### config.mk
export PLATFORM = sky130hd
export DESIGN_NAME = pc_sequencer
export DESIGN_NICKNAME = d
export VERILOG_FILES = /design/src/rtl/pcseq_pkg.sv /design/src/rtl/pcseq_decode.sv /design/src/rtl/pcseq_stack.sv /design/src/rtl/pcseq_ctx.sv /design/src/rtl/pc_sequencer.sv
export SDC_FILE = /design/constraint.sdc
export NUM_CORES = 1
export LEC_CHECK = 0
export BUFFER_PORTS_ARGS = -buffer_cell sky130_fd_sc_hd__buf_2
export CELL_PAD_IN_SITES_DETAIL_PLACEMENT = 1
export CELL_PAD_IN_SITES_GLOBAL_PLACEMENT = 1
export CORE_ASPECT_RATIO = 0.5
export CORE_MARGIN = 2
export CORE_UTILIZATION = 47
export DETAILED_ROUTE_END_ITERATION = 6
export PLACE_DENSITY_LB_ADDON = 0.12
export SYNTH_ARGS = -nofsm -noshare
export SYNTH_HDL_FRONTEND = slang
export SYNTH_SLANG_ARGS = --single-unit
### constraint.sdc
create_clock -name clk -period 2.82 [get_ports clk]
set_input_delay 0.282 -clock clk [delete_from_list [all_inputs] [get_ports clk]]
set_output_delay 0.282 -clock clk [all_outputs]
set_load 0.005 [all_outputs]
### src/rtl/pcseq_pkg.sv
package pcseq_pkg;
  typedef enum logic [2:0] {
    OP_HOLD,
    OP_NEXT,
    OP_SKIP,
    OP_JUMP,
    OP_CALL,
    OP_RET,
    OP_RETI
  } flow_op_e;
endpackage

### src/rtl/pcseq_decode.sv
module pcseq_decode
  import pcseq_pkg::*;
(
  input  logic     step_i,
  input  logic     skip_i,
  input  logic     jmp_i,
  input  logic     call_i,
  input  logic     ret_i,
  input  logic     reti_i,
  output flow_op_e op_o
);
  // Fixed priority: interrupt return, return, call, jump, step.
  always_comb begin
    if (reti_i)      op_o = OP_RETI;
    else if (ret_i)  op_o = OP_RET;
    else if (call_i) op_o = OP_CALL;
    else if (jmp_i)  op_o = OP_JUMP;
    else if (step_i) op_o = skip_i ? OP_SKIP : OP_NEXT;
    else             op_o = OP_HOLD;
  end
endmodule

### src/rtl/pcseq_stack.sv
module pcseq_stack #(
  parameter int W     = 16,
  parameter int DEPTH = 8
) (
  input  logic         clk,
  input  logic         rst_n,
  input  logic         push_i,
  input  logic         pop_i,
  input  logic [W-1:0] push_data_i,
  output logic [W-1:0] pop_data_o,
  output logic         err_o
);
  localparam int PTR_W = (DEPTH > 1) ? $clog2(DEPTH) : 1;
  localparam int CNT_W = $clog2(DEPTH + 1);

  logic [W-1:0]     ent_q [DEPTH];
  logic [PTR_W-1:0] wp_q, wp_n, wp_inc, wp_dec, rd_idx;
  logic [CNT_W-1:0] cnt_q, cnt_n;
  logic             err_q, err_n;
  logic             full, empty;

  assign full   = (cnt_q == CNT_W'(DEPTH));
  assign empty  = (cnt_q == '0);
  assign wp_inc = (wp_q == PTR_W'(DEPTH - 1)) ? '0 : wp_q + 1'b1;
  assign wp_dec = (wp_q == '0) ? PTR_W'(DEPTH - 1) : wp_q - 1'b1;
  // An empty stack reads the slot that was popped last.
  assign rd_idx     = empty ? wp_q : wp_dec;
  assign pop_data_o = ent_q[rd_idx];
  assign err_o      = err_q;

  always_comb begin
    wp_n  = wp_q;
    cnt_n = cnt_q;
    err_n = err_q;
    if (push_i) begin
      wp_n = wp_inc;
      if (full) err_n = 1'b1;
      else      cnt_n = cnt_q + 1'b1;
    end else if (pop_i) begin
      if (empty) begin
        err_n = 1'b1;
      end else begin
        wp_n  = wp_dec;
        cnt_n = cnt_q - 1'b1;
      end
    end
  end

  always_ff @(posedge clk or negedge rst_n) begin
    if (!rst_n) begin
      wp_q  <= '0;
      cnt_q <= '0;
      err_q <= 1'b0;
    end else begin
      wp_q  <= wp_n;
      cnt_q <= cnt_n;
      err_q <= err_n;
    end
  end

  for (genvar g = 0; g < DEPTH; g++) begin : g_ent
    logic wr_en;
    assign wr_en = push_i && (wp_q == PTR_W'(g));
    always_ff @(posedge clk or negedge rst_n) begin
      if (!rst_n)     ent_q[g] <= '0;
      else if (wr_en) ent_q[g] <= push_data_i;
    end
  end
endmodule

### src/rtl/pcseq_ctx.sv
module pcseq_ctx #(
  parameter int          DW        = 8,
  parameter logic [7:0]  KEEP_MASK = 8'hC0
) (
  input  logic          clk,
  input  logic          rst_n,
  input  logic          push_i,
  input  logic          pop_i,
  input  logic [DW-1:0] acc_i,
  input  logic [DW-1:0] flags_i,
  output logic [DW-1:0] acc_o,
  output logic [DW-1:0] flags_o,
  output logic          load_o
);
  localparam logic [DW-1:0] KEEP = DW'(KEEP_MASK);

  logic [DW-1:0] sh_acc_q, sh_fl_q, out_acc_q, out_fl_q;
  logic          ld_q, ld_n, sh_en, out_en;

  assign sh_en  = push_i;
  assign out_en = pop_i && !push_i;
  assign ld_n   = out_en;

  always_ff @(posedge clk or negedge rst_n) begin
    if (!rst_n) begin
      sh_acc_q <= '0;
      sh_fl_q  <= '0;
    end else if (sh_en) begin
      sh_acc_q <= acc_i;
      sh_fl_q  <= flags_i & ~KEEP;
    end
  end

  always_ff @(posedge clk or negedge rst_n) begin
    if (!rst_n) begin
      out_acc_q <= '0;
      out_fl_q  <= '0;
    end else if (out_en) begin
      out_acc_q <= sh_acc_q;
      out_fl_q  <= (sh_fl_q & ~KEEP) | (flags_i & KEEP);
    end
  end

  always_ff @(posedge clk or negedge rst_n) begin
    if (!rst_n) ld_q <= 1'b0;
    else        ld_q <= ld_n;
  end

  assign acc_o   = out_acc_q;
  assign flags_o = out_fl_q;
  assign load_o  = ld_q;
endmodule

### src/rtl/pc_sequencer.sv
module pc_sequencer
  import pcseq_pkg::*;
#(
  parameter int         PAGE_W    = 2,
  parameter int         OFS_W     = 14,
  parameter int         DATA_W    = 8,
  parameter int         STK_DEPTH = 8,
  parameter logic [7:0] KEEP_MASK = 8'hC0
) (
  input  logic                      clk,
  input  logic                      rst_n,
  input  logic                      step_i,
  input  logic                      skip_i,
  input  logic                      jmp_i,
  input  logic                      call_i,
  input  logic                      ret_i,
  input  logic                      reti_i,
  input  logic [OFS_W-1:0]          target_i,
  input  logic [PAGE_W-1:0]         page_i,
  input  logic                      ctx_push_i,
  input  logic                      ctx_pop_i,
  input  logic [DATA_W-1:0]         acc_i,
  input  logic [DATA_W-1:0]         flags_i,
  output logic [PAGE_W+OFS_W-1:0]   pc_o,
  output logic                      gie_set_o,
  output logic                      stk_err_o,
  output logic                      ctx_load_o,
  output logic [DATA_W-1:0]         acc_rst_o,
  output logic [DATA_W-1:0]         flags_rst_o
);
  localparam int PC_W = PAGE_W + OFS_W;

  flow_op_e         op;
  logic [PC_W-1:0]  pc_q, pc_n, ret_addr, pop_addr;
  logic             gie_q, gie_n, stk_push, stk_pop;

  pcseq_decode u_dec (
    .step_i (step_i), .skip_i (skip_i), .jmp_i (jmp_i),
    .call_i (call_i), .ret_i  (ret_i),  .reti_i(reti_i),
    .op_o   (op)
  );

  assign stk_push = (op == OP_CALL);
  assign stk_pop  = (op == OP_RET) || (op == OP_RETI);
  assign ret_addr = pc_q + 1'b1;

  pcseq_stack #(.W(PC_W), .DEPTH(STK_DEPTH)) u_stk (
    .clk        (clk),
    .rst_n      (rst_n),
    .push_i     (stk_push),
    .pop_i      (stk_pop),
    .push_data_i(ret_addr),
    .pop_data_o (pop_addr),
    .err_o      (stk_err_o)
  );

  always_comb begin
    pc_n  = pc_q;
    gie_n = 1'b0;
    unique case (op)
      OP_NEXT:           pc_n = pc_q + PC_W'(1);
      OP_SKIP:           pc_n = pc_q + PC_W'(2);
      OP_JUMP, OP_CALL:  pc_n = {page_i, target_i};
      OP_RET:            pc_n = pop_addr;
      OP_RETI: begin
        pc_n  = pop_addr;
        gie_n = 1'b1;
      end
      default:           pc_n = pc_q;
    endcase
  end

  always_ff @(posedge clk or negedge rst_n) begin
    if (!rst_n) begin
      pc_q  <= '0;
      gie_q <= 1'b0;
    end else begin
      pc_q  <= pc_n;
      gie_q <= gie_n;
    end
  end

  assign pc_o      = pc_q;
  assign gie_set_o = gie_q;

  pcseq_ctx #(.DW(DATA_W), .KEEP_MASK(KEEP_MASK)) u_ctx (
    .clk    (clk),
    .rst_n  (rst_n),
    .push_i (ctx_push_i),
    .pop_i  (ctx_pop_i),
    .acc_i  (acc_i),
    .flags_i(flags_i),
    .acc_o  (acc_rst_o),
    .flags_o(flags_rst_o),
    .load_o (ctx_load_o)
  );
endmodule

=== Word-level counts from Yosys, hierarchy flattened ===
Cells that the tools add are included.

* Register bits after elaboration: 184
* Latch bits: 0
* Bits in writable memories: 0
* ROM bits: 0
* Input port bits: 42
* Output and inout port bits: 35
* Memories: 0

* Add/subtract/negate cells: 6
* $mul: 0
* Div/mod/pow operators: 0
* Magnitude comparators: 1
* Eq/ne operators: 17
* Shift-type cells: 0
* Multiplexer cells: 24
* Bitwise gates (word level): 2
* Reductions and logical operators: 20

{| class="wikitable"
|+ Operators with widths
! kind !! number
|-
| 16-bit case mux with 4 select lines || 1
|-
| 16-bit binary-select mux with 3-bit select || 1
|-
| 16-bit two-way mux || 2
|-
| 3-bit two-way mux || 10
|-
| 3-bit equality test, second input constant || 7
|-
| 16-bit by 1-bit adder with 16-bit output, second input constant || 1
|-
| 16-bit by 2-bit adder with 16-bit output, second input constant || 1
|-
| 4-bit two-way mux || 4
|-
| 3-bit by 2-bit equality test with 1-bit output, second input constant || 4
|-
| 1-bit logical AND || 9
|-
| 6-bit by 8-bit bitwise OR with 8-bit output || 1
|-
| 3-bit by 1-bit equality test with 1-bit output, second input constant || 2
|-
| 3-bit AND reduction || 2
|-
| 1-bit two-way mux || 5
|-
| 4-bit by 1-bit adder with 4-bit output, second input constant || 1
|-
| 4-bit equality test, second input constant || 1
|-
| 4-bit >= comparator, second input constant || 1
|-
| 4-bit logical NOT || 1
|-
| 2-bit != test, second input constant || 2
|-
| 3-bit NOT with 4-bit output || 1
|-
| 2-bit nonzero test || 2
|-
| 4-bit nonzero test || 1
|-
| 2-bit OR reduction || 2
|-
| 4-bit by 1-bit subtractor with 4-bit output, second input constant || 1
|-
| other kinds (7) || 7
|}

=== Depth between registers and ports, before layout ===
Gate-level depths: netlist of run 1.

* Depth in word-level cells: 10
* Depth in mapped cells: 10
* Depth with buffers taken out: 8

=== By module ===
From an unflattened synthesis of run 1, not the netlist that was laid out.

* Cells, all modules: 947
* Area total of the unflattened synthesis: 10293.6 sq um

{| class="wikitable"
|+ Modules (own cells, without submodules)
! module !! times used !! cells an instance !! area each (sq um) !! seq. area each (sq um)
|-
| pcseq_stack || 1 || 557 || 6638.9 || 3403.3
|-
| pc_sequencer || 1 || 316 || 2399.8 || 425.4
|-
| pcseq_ctx || 1 || 66 || 1203.7 || 775.7
|-
| pcseq_decode || 1 || 8 || 51.3 || 0.0
|}

=== Worst setup path before layout of run 1 ===
Ideal clock, no wire load.

* Path kind: reg2reg
* From: register u_stk.cnt_q[1]
* To: register pc_q[15], in the netlist pc_o[15]
* Library setup time: 0.124 ns
* Arrival time: 2.346 ns
* Data required time: 2.696 ns
* Setup slack: 0.351 ns
* Stages on the path, launching flop included: 11
* Path buffers: 4
* Period minus slack after synthesis: 2.469 ns
* Cell sequence: dfrtp_1 -> buf_2 -> or4_4 -> buf_6 -> and3_4 -> buf_6 -> nor2_8 -> buf_6 -> mux2i_1 -> o221ai_1 -> o31a_1

* Word-level cells in the longest chain between the ends: 7

{| class="wikitable"
|+ RTL lines
! item !! RTL line !! RTL
|-
| from (decl) || pcseq_stack.sv:18 || <nowiki>logic [CNT_W-1:0] cnt_q, cnt_n;</nowiki>
|-
| from (signal assigned) || pcseq_stack.sv:56 || <nowiki>cnt_q <= cnt_n;</nowiki>
|-
| 4-bit logical NOT || pcseq_stack.sv:23 || <nowiki>assign empty = (cnt_q == '0);</nowiki>
|-
| 3-bit two-way mux || pcseq_stack.sv:27 || <nowiki>assign rd_idx = empty ? wp_q : wp_dec;</nowiki>
|-
| 3-bit NOT with 4-bit output (implied by the code) || pcseq_stack.sv:28 || <nowiki>assign pop_data_o = ent_q[rd_idx];</nowiki>
|-
| 16-bit binary-select mux with 3-bit select || pcseq_stack.sv:28 ||
|-
| 16-bit two-way mux (implied by the code) (2 in series) || pcseq_stack.sv:28 ||
|-
| 16-bit case mux with 4 select lines || pc_sequencer.sv:60 || <nowiki>unique case (op)</nowiki>
|-
| to (signal assigned) || pc_sequencer.sv:78 || <nowiki>pc_q <= pc_n;</nowiki>
|-
| to (decl) || pc_sequencer.sv:34 || <nowiki>logic [PC_W-1:0] pc_q, pc_n, ret_addr, pop_addr;</nowiki>
|}

No other way between the ends. The select of a mux whose other input is x is not followed.
A chain may end at the register's enable or synchronous reset.

=== Worst setup path after layout of run 1 ===
* From: register u_stk.cnt_q[0]
* To: register pc_q[3], in the netlist pc_o[3]

Same word-level chain as after synthesis.

==> results.md, run 1 <==
- Result of the run: finished clean
- Final #Nets: around 990
- Worst relative slew slack: 0.427
- Initial DRC count: 362
- Remaining antenna violation count: 0
- # IOs: 77
- Critical path type: register to register
- Slowest CP cell: or4_4
- Yosys warnings: 0
- Layout cell share with drive strength beyond 1: 0.205
- CTS Sinks: 184
- Prevailing post-synth register cell: dfrtp_1
- IO buf count: 76
- RePlAce Congestion: 0.833
- Vias in the first global route: around 7300
- Global Route Usage Sum: 0.279
- Largest net degree at the start of global routing: 76
- Fin. max-slew vios: 0
- FFs w/ async S/R, synth: 1.00
- Seq cells post-synth: ~180
- DRC viols: 0
- RSZ-0062 raised after global routing: false
- Setup_tns: 0 ps
- Post-synthesis adder-cell area fraction: 0.0157
- PnR worst setup slack: roughly 240 ps
- CTS clk-pin slew, worst paths: 70 ps
- Synth cell types: 50
- Post-synth EDFFs: 0
- Multiplexer area fraction after synthesis: 0.116
- Post-Layout Inst Area: ~10000 um2
- Initial antenna violation count: 0
- DR WL/cell: between 20 and 25 um
- Hold Fails Final Rpt: 0
- Crit path largest cell delay: just over 600 ps
- Starting density of the core: 0.477
- Vias: between 6000 and 7000
- CTS buffer count: 17
- CTS root buf: clkbuf_16
- Post-Synth XOR/XNOR Area: 0.0310
- Area of the mapped netlist: slightly below 9000 um2
- Final Critical Period: between 2000 and 3000 ps
- Critical path capture point type: register
- First-pass GRT wire length: about 41 mm
- Dpl ws: 251 ps
- Cell Pwr Density: approximately 1100 nW/um2
- Worst path required time: 3140 ps
- Die Ht: 101 um
- Hpwl dp: about 17 mm
- Clock tree from TritonCTS: built
- WL final: 25.8 mm
- Vias per cell: slightly below 6
- CTS H-tree depth: 4
- Area Growth Syn to Fin: 15.6%
- Max_cap viols: 0
- Actual slew at the worst max-slew pin: about 860 ps
- Mapped Cells: between 800 and 900
- Period utilization: 0.914
- Setup violations, final: 0
- Die area: approximately 20000 um2
- # resized after CTS: 0
- Critical path fanouts, max: 24
- Antenna cells: 0
- Post-Syn Area per Cell: about 10 um2
- Core area: 18300 um2
- Synth Area in Compound Gates: 0.153
- Die width: around 200 um
- Main combinational cell family by area after synthesis: compound AO/OA/AOI/OAI gates
- Skew-Pair Late Insertion Delay: 440 ps
- Worst VDD drop: around 0.52 mV
- Clock skew: 14.4 ps
- Leakage power: approximately 4.6 nW
- Crit path arrival time: just under 3000 ps
- Critical Path Source Type: register
- Row count: 35
- Fmax: roughly 390 MHz
- DP Area: approximately 9500 um2
- Simple-Gate Fraction of Synth Area: 0.123
- First-pass iteration count of the detailed router: 5
- CTS Buffer Depth: 2
- Register area share after synthesis: 0.526
- Worst Hold Class: primary input to register
- Number of fill cells in the layout: roughly 2000
- Overall Power: 11.0 mW
- Critical-path cell list: or4_4 -> and3_4 -> nor2_8 -> buf_12 -> mux2i_1 -> o221ai_1 -> o221a_1
- Post-Syn Nets: ~920
- Congestion Overflow GR: 0
==> synthesized netlist by cell type, drive strengths merged (8+ instances only) <==
cell | n | area share
a21oi | 69 | 0.039
a221oi | 8 | 0.0080
buf | 17 | 0.014
clkbuf | 47 | 0.020
dfrtp | 184 | 0.53
ha | 11 | 0.016
mux2 | 39 | 0.050
mux2i | 58 | 0.066
nand2 | 124 | 0.053
nand3 | 20 | 0.011
nand4 | 9 | 0.0064
nor2 | 68 | 0.031
o21ai | 91 | 0.052
o221a | 8 | 0.010
o221ai | 15 | 0.015
o22ai | 10 | 0.0071
xnor2 | 11 | 0.011
xor2 | 20 | 0.020
==> through the flow <==
step | std cells | hold slack (ps) | util
4_1_cts | 1189 | 58.8 | 0.552
3_3_place_gp | 1155 | 272 | 0.519
3_5_place_dp | 1155 | 276 | 0.519
6_report | 1189 | 75.7 | 0.552
5_1_grt | 1189 | 59.9 | 0.552
2_1_floorplan | 862 | -13.6 | -
==> state kept, by name, indices dropped and copies added (netlist names) <==
register and flops:
pc_o 16, u_stk.err_o 1, gie_set_o 1, u_stk.wp_q 3, u_stk.ent_q 128, u_ctx.acc_o 8, u_stk.cnt_q 4, u_ctx.sh_acc_q 8
u_ctx.flags_o 8, u_ctx.load_o 1, u_ctx.sh_fl_q 6
==> area by class of cell <==
type	count	area, um2	share of cell area
repair buffers	119	779	0.0770
flip-flops and latches	184	4600	0.455
inverters	4	15.0	0.00148
well taps	240	300	0.0297
clock buffers	19	443	0.0437
multi-input cells	610	3850	0.380
clock inverters	13	133	0.0131
==> kinds of logic (layout without fill, tap and decap cells) <==
group	after synthesis	in the layout
xor+xnor	31	31
simple gates	247	247
flops	184	184
buf+inv	68	155
fa+ha+maj	11	11
mux	97	97
compound gates	224	224
==> final timing paths <==
check	slack [ps]	startpoint	depth (start not counted)	to
setup / recovery	240	u_stk.cnt_q[0]$_DFFE_PN0P_	7	pc_o[3]$_DFFE_PN0P_
hold / removal	80	flags_i[3]	2	u_ctx.sh_fl_q[3]$_DFFE_PN0P_
setup reg to reg	240	u_stk.cnt_q[0]$_DFFE_PN0P_	7	pc_o[3]$_DFFE_PN0P_
hold reg to reg	450	u_stk.err_o$_DFFE_PN0P_	1	u_stk.err_o$_DFFE_PN0P_
max in group asynchronous	1670	rst_n	3	u_stk.ent_q[53]$_DFFE_PN0P_
min in group asynchronous	370	rst_n	2	u_stk.cnt_q[2]$_DFFE_PN0P_
==> cells in the final DEF (no fill, tap or decap), drive strengths merged, types with 3 or more instances in the layout <==
cell	instances
clkinvlp	3
o21ai	91
o31a	5
nor2	68
nand3	20
buf	116
xor2	20
o221a	8
clkbuf	20
o22ai	10
inv	11
and3	6
o21a	3
ha	11
xnor2	11
nand2	124
a221oi	8
nand4	9
mux2	39
a21oi	69
nor3	6
a21o	4
dfrtp	184
mux2i	58
o221ai	15
nor4	5
==> critical path, delay by kind of cell, from the launching register on <==
kind | cells | cell delay, ps
flip-flops | 1 | 460
multiplexers | 1 | 220
buffers and inverters | 1 | 250
AO/OA/AOI/OAI | 2 | 390
AND/OR/NAND/NOR | 3 | 1130
==> report_power, final <==
| part | switching (mW) | internal, mW |
|---|---|---|
| combinational | 2.46 | 1.85 |
| clock | 1.10 | 1.27 |
| sequential | 0.737 | 3.58 |
==> routing by layer <==
metal / track usage / vias to the layer above / wire length (um)
met2: 0.436 / 170 / 11600
met1: 0.399 / 3514 / 12500
li1: - / 3205 / -
met4: 0.0810 / 0 / 385
met5: 0 / - / 0
met3: 0.0542 / 32 / 1310
==> what timing repair did <==
action                    CTS  global route
hold buffers                2             0
hold endpoints to repair   50             0
buffers inserted            0             0
No activity file was read; power rests on OpenSTA's default activity.
==> run 2: changes to the inputs <==
RECOVER_POWER = 100   (was default)
==> results.md, run 2 (synthesized netlist as in run 1, its figures left out) <==
- Result of the run: finished clean
- RePlAce Congestion: approximately 0.83
- Clock skew: about 14 ps
- Postcts setup bufs: 0
- Die Ht: 101 um
- Critical path fanouts, max: 14
- Fmax: between 300 and 400 MHz
- Starting density of the core: 0.477
- CTS clk-pin slew, worst paths: around 70 ps
- Fin. max-slew vios: 0
- Max_cap viols: 0
- Crit path arrival time: 2910 ps
- Final #Nets: approximately 990
- Remaining antenna violation count: 0
- Setup violations, final: 0
- R2R Setup Slk: about 250 ps
- DR WL/cell: about 22 um
- Cell Pwr Density: ~1100 nW/um2
- Area Growth Syn to Fin: 14.4%
- Worst path required time: ~3100 ps
- Vias: 6921
- Max reg flops: 128
- Worst relative slew slack: 0.101
- DRC viols: 0
- Global Route Usage Sum: 0.279
- First-pass GRT wire length: slightly above 40 mm
- CTS root buf: clkbuf_16
- Leakage power: between 4 and 5 nW
- Antenna cells: 0
- Placed cell count: 1155
- Skew-Pair Late Insertion Delay: between 400 and 500 ps
- Largest register by flop count: u_stk.ent_q
- CTS Sinks: between 150 and 200
- Setup_tns: 0 ps
- CTS H-tree depth: 4
- # resized after CTS: 0
- Initial antenna violation count: 0
- Period utilization: 0.920
- Hold Path Stages: 2
- Largest net degree at the start of global routing: 76
- Min-delay src: flags_i[3]
- Actual slew at the worst max-slew pin: approximately 1300 ps
- Vias in the first global route: approximately 7300
- Hpwl dp: between 15 and 20 mm
- Initial DRC count: around 380
- Worst reg2reg path endpoint: pc_o[3]$_DFFE_PN0P_
- Reg-to-Reg Start: u_stk.cnt_q[0]$_DFFE_PN0P_
- # IOs: a little under 80
- Vias per cell: a little under 6
- Commonest non-fill, non-tap cell in the layout: dfrtp_1
- Cells on worst reg2reg path: 7
- Die width: slightly below 200 um
- Final core utilization: 0.546
- Critical path type: primary input to register
- Fin cells: 1189
- Die area: about 20000 um2
- Most frequent cells in the layout: dfrtp_1, nand2_1, o21ai_0
- IO buf count: 76
- CTS buffer count: 17
- CTS Buffer Depth: 2
- Layout cell share with drive strength beyond 1: 0.176
- Critical Path Source Type: primary input
- Critical path capture point type: register
- RSZ-0062 raised after global routing: false
- First-pass iteration count of the detailed router: 5
- Hold EP: u_ctx.sh_fl_q[3]$_DFFE_PN0P_
- Cts hold-fix bufs: 2
- Row count: 35
- Core area: between 15000 and 20000 um2
- Clock tree from TritonCTS: built
- Congestion Overflow GR: 0
- Worst Hold Class: primary input to register
- WL final: 25.8 mm
- Hold Fails Final Rpt: 0
- Final Critical Period: 2590 ps
- Worst VDD drop: around 0.53 mV
run 2: cell types whose count changed in the layout (fill, tap and decap cells not counted):
| cell | delta |
|---|---|
| clkbuf_2 | +5 |
| clkbuf_8 | -1 |
| buf_2 | -19 |
| clkbuf_1 | +28 |
| buf_4 | -13 |
| buf_12 | -2 |
| clkbuf_4 | +2 |
run 2: layout make-up:
cell class,count,area [um2]
clock buffers,19,443
clock inverters,13,133
fillers,2064,8330
inverters,4,15.0
multi-input cells,610,3850
flip-flops and latches,184,4600
well taps,240,300
repair buffers,119,678
run 2: worst max-delay path, cell delays in order:
cell and delay (ps):
dlygate4sd3_1 530, clkbuf_1 110, nor2_1 120, clkbuf_1 490, and3_1 310, and2_1 710, a31oi_1 190, o31a_1 140
run 2: per-stage QoR:
step                      hold slack (ps)  power, mW  cell area (um2)  setup WS [ps]
after global routing                 60.0       11.7            10000           80.8
after global placement                272       8.42             9530            303
after floorplan                     -13.6       7.13             8760            351
final                                75.4       11.0            10000            226
after CTS                            58.8       11.1            10100            240
after detailed placement              276       8.61             9530            251
run 2: where the power goes:
part	switching, mW	internal (mW)
clock	1.11	1.27
combinational	2.46	1.80
sequential	0.740	3.58
run 2: worst max path at each step:
stage / cells past startpoint / slack (ps) / to / from
3_5_place_dp: 7 / 250 / pc_o[3]$_DFFE_PN0P_ / u_stk.cnt_q[0]$_DFFE_PN0P_
2_1_floorplan: 10 / 350 / pc_o[15]$_DFFE_PN0P_ / u_stk.cnt_q[1]$_DFFE_PN0P_
5_1_grt: 8 / 80 / pc_o[8]$_DFFE_PN0P_ / reti_i
4_1_cts: 7 / 240 / pc_o[3]$_DFFE_PN0P_ / u_stk.cnt_q[0]$_DFFE_PN0P_
3_3_place_gp: 7 / 300 / pc_o[6]$_DFFE_PN0P_ / u_stk.cnt_q[0]$_DFFE_PN0P_
6_report: 8 / 230 / pc_o[8]$_DFFE_PN0P_ / reti_i
run 2: metal layers:
metal / track usage / vias to the layer above / part of all wire
met5: 0 / - / 0
met4: 0.0810 / 0 / 0.015
met3: 0.0542 / 34 / 0.048
met2: 0.436 / 150 / 0.45
met1: 0.399 / 3530 / 0.49
li1: - / 3207 / -
==> run 3: changes to the inputs <==
PLACE_DENSITY_LB_ADDON = 0.1   (was 0.12)
==> results.md, run 3 (synthesized netlist as in run 1, its figures left out) <==
- Clock skew: 12.0 ps
- Row count: 35
- Vias per cell: approximately 6
- Leakage power: around 4.5 nW
- Hpwl dp: roughly 17 mm
- Register area: 4600 um2
- Congestion Overflow GR: 0
- Layout cell share with drive strength beyond 1: 0.167
- Largest net degree at the start of global routing: between 80 and 90
- Failing checks: capacitance limit, slew limit
- Critical path capture point type: register
- Vias in the first global route: about 7300
- Max_cap viols: 1
- Fin Hold WS: between 70 and 80 ps
- IO buf count: 76
- First-pass iteration count of the detailed router: 4
- CTS H-tree depth: 4
- Area occupied by multi-input gates: 3840 um2
- Hold Fails Final Rpt: 0
- WL final: 26.5 mm
- Dpl ws: about 370 ps
- Setup_tns: 0 ps
- First-pass GRT wire length: 42.0 mm
- Most frequent cells in the layout: dfrtp_1, nand2_1, o21ai_0
- Fin. max-slew vios: 84
- Skew-Pair Late Insertion Delay: 440 ps
- CTS Sinks: 184
- Period utilization: 0.941
- Crit path arrival time: between 2000 and 3000 ps
- # resized after CTS: 0
- Antenna cells: 0
- Commonest non-fill, non-tap cell in the layout: dfrtp_1
- Critical path fanouts, max: 7
- Worst VDD drop: about 0.65 mV
- Final Critical Period: 2650 ps
- Number of fill cells in the layout: between 2000 and 2500
- Setup violations, final: 0
- Worst Hold Class: primary input to register
- Result of the run: finished with violations
- Remaining antenna violation count: 0
- Die Ht: between 100 and 150 um
- Cell Pwr Density: roughly 1100 nW/um2
- Die width: 197 um
- Initial DRC count: approximately 340
- Critical path type: register to register
- CTS buffer count: 17
- CTS Buffer Depth: 2
- # IOs: 77
- Overall Power: roughly 11 mW
- Global Route Usage Sum: 0.283
- Max reg flops: between 100 and 150
- Worst relative slew slack: -0.361
- Largest register by flop count: u_stk.ent_q
- DRC viols: 0
- PnR worst setup slack: ~170 ps
- Critical Path Source Type: register
- Area Growth Syn to Fin: 14.3%
- Die area: roughly 20000 um2
- Final #Nets: approximately 990
- Worst path required time: 3150 ps
- Clock tree from TritonCTS: built
- DR WL/cell: between 20 and 25 um
- Initial antenna violation count: 0
- Vias: a little over 7000
- Actual slew at the worst max-slew pin: roughly 2000 ps
- CTS root buf: clkbuf_16
- Fmax: around 380 MHz
- CTS clk-pin slew, worst paths: roughly 80 ps
- RSZ-0062 raised after global routing: false
- Starting density of the core: 0.477
- RePlAce Congestion: 0.814
- Core area: 18300 um2
==> run 3: cell types whose count changed in the layout (fill, tap and decap cells not counted), sizes merged <==
cell,previous run,this run
clkbuf,54,66
clkinvlp,3,2
buf,82,74
inv,11,12
clkinv,2,3
==> run 3: worst max-delay path: stages, from the launching register on <==
cell,delay [ps]
dfrtp_1,380
clkbuf_1,180
nor4_1,440
mux2i_1,450
a211o_1,410
buf_2,320
o221ai_1,150
o221a_1,230
==> run 3: path summary, 6_finish.rpt <==
path / from / end / slack, ps / cells past startpoint
setup / recovery: u_stk.cnt_q[0]$_DFFE_PN0P_ / pc_o[5]$_DFFE_PN0P_ / 170 / 7
hold / removal: acc_i[3] / u_ctx.sh_acc_q[3]$_DFFE_PN0P_ / 80 / 2
max in group asynchronous: rst_n / u_stk.wp_q[2]$_DFFE_PN0P_ / 520 / 3
hold reg to reg: u_stk.err_o$_DFFE_PN0P_ / u_stk.err_o$_DFFE_PN0P_ / 460 / 1
setup reg to reg: u_stk.cnt_q[0]$_DFFE_PN0P_ / pc_o[5]$_DFFE_PN0P_ / 170 / 7
min in group asynchronous: rst_n / u_stk.ent_q[46]$_DFFE_PN0P_ / 960 / 2
==> run 3: what timing repair did <==
item	4_1_cts	5_1_grt
hold endpoints to repair	80	0
buffers inserted	0	0
hold buffers	2	0
==> run 3: metrics by stage <==
stage / cells / instance area [um2] / utilization
floorplan: 862 / 8760 / -
global placement: 1160 / 9540 / 0.520
detailed placement: 1160 / 9540 / 0.520
CTS: 1194 / 10100 / 0.553
global route: 1194 / 10000 / 0.546
finish: 1194 / 10000 / 0.546
==> run 3: layer usage <==
metal	track usage	part of all wire	vias to the layer above
met2	0.456	0.46	170
met3	0.0575	0.048	27
met5	0	0	-
met4	0.0596	0.012	0
li1	-	-	3212
met1	0.401	0.48	3652
==> run 3: layout make-up <==
type	count	area share
flip-flops and latches	184	0.460
multi-input cells	610	0.384
repair buffers	124	0.0667
clock buffers	18	0.0428
well taps	240	0.0300
clock inverters	14	0.0155
inverters	4	0.00150
==> run 3: power by group <==
| part | internal, mW | switching, mW |
|---|---|---|
| Combinational | 1.76 | 2.51 |
| Sequential | 3.58 | 0.720 |
| Clock | 1.26 | 1.16 |
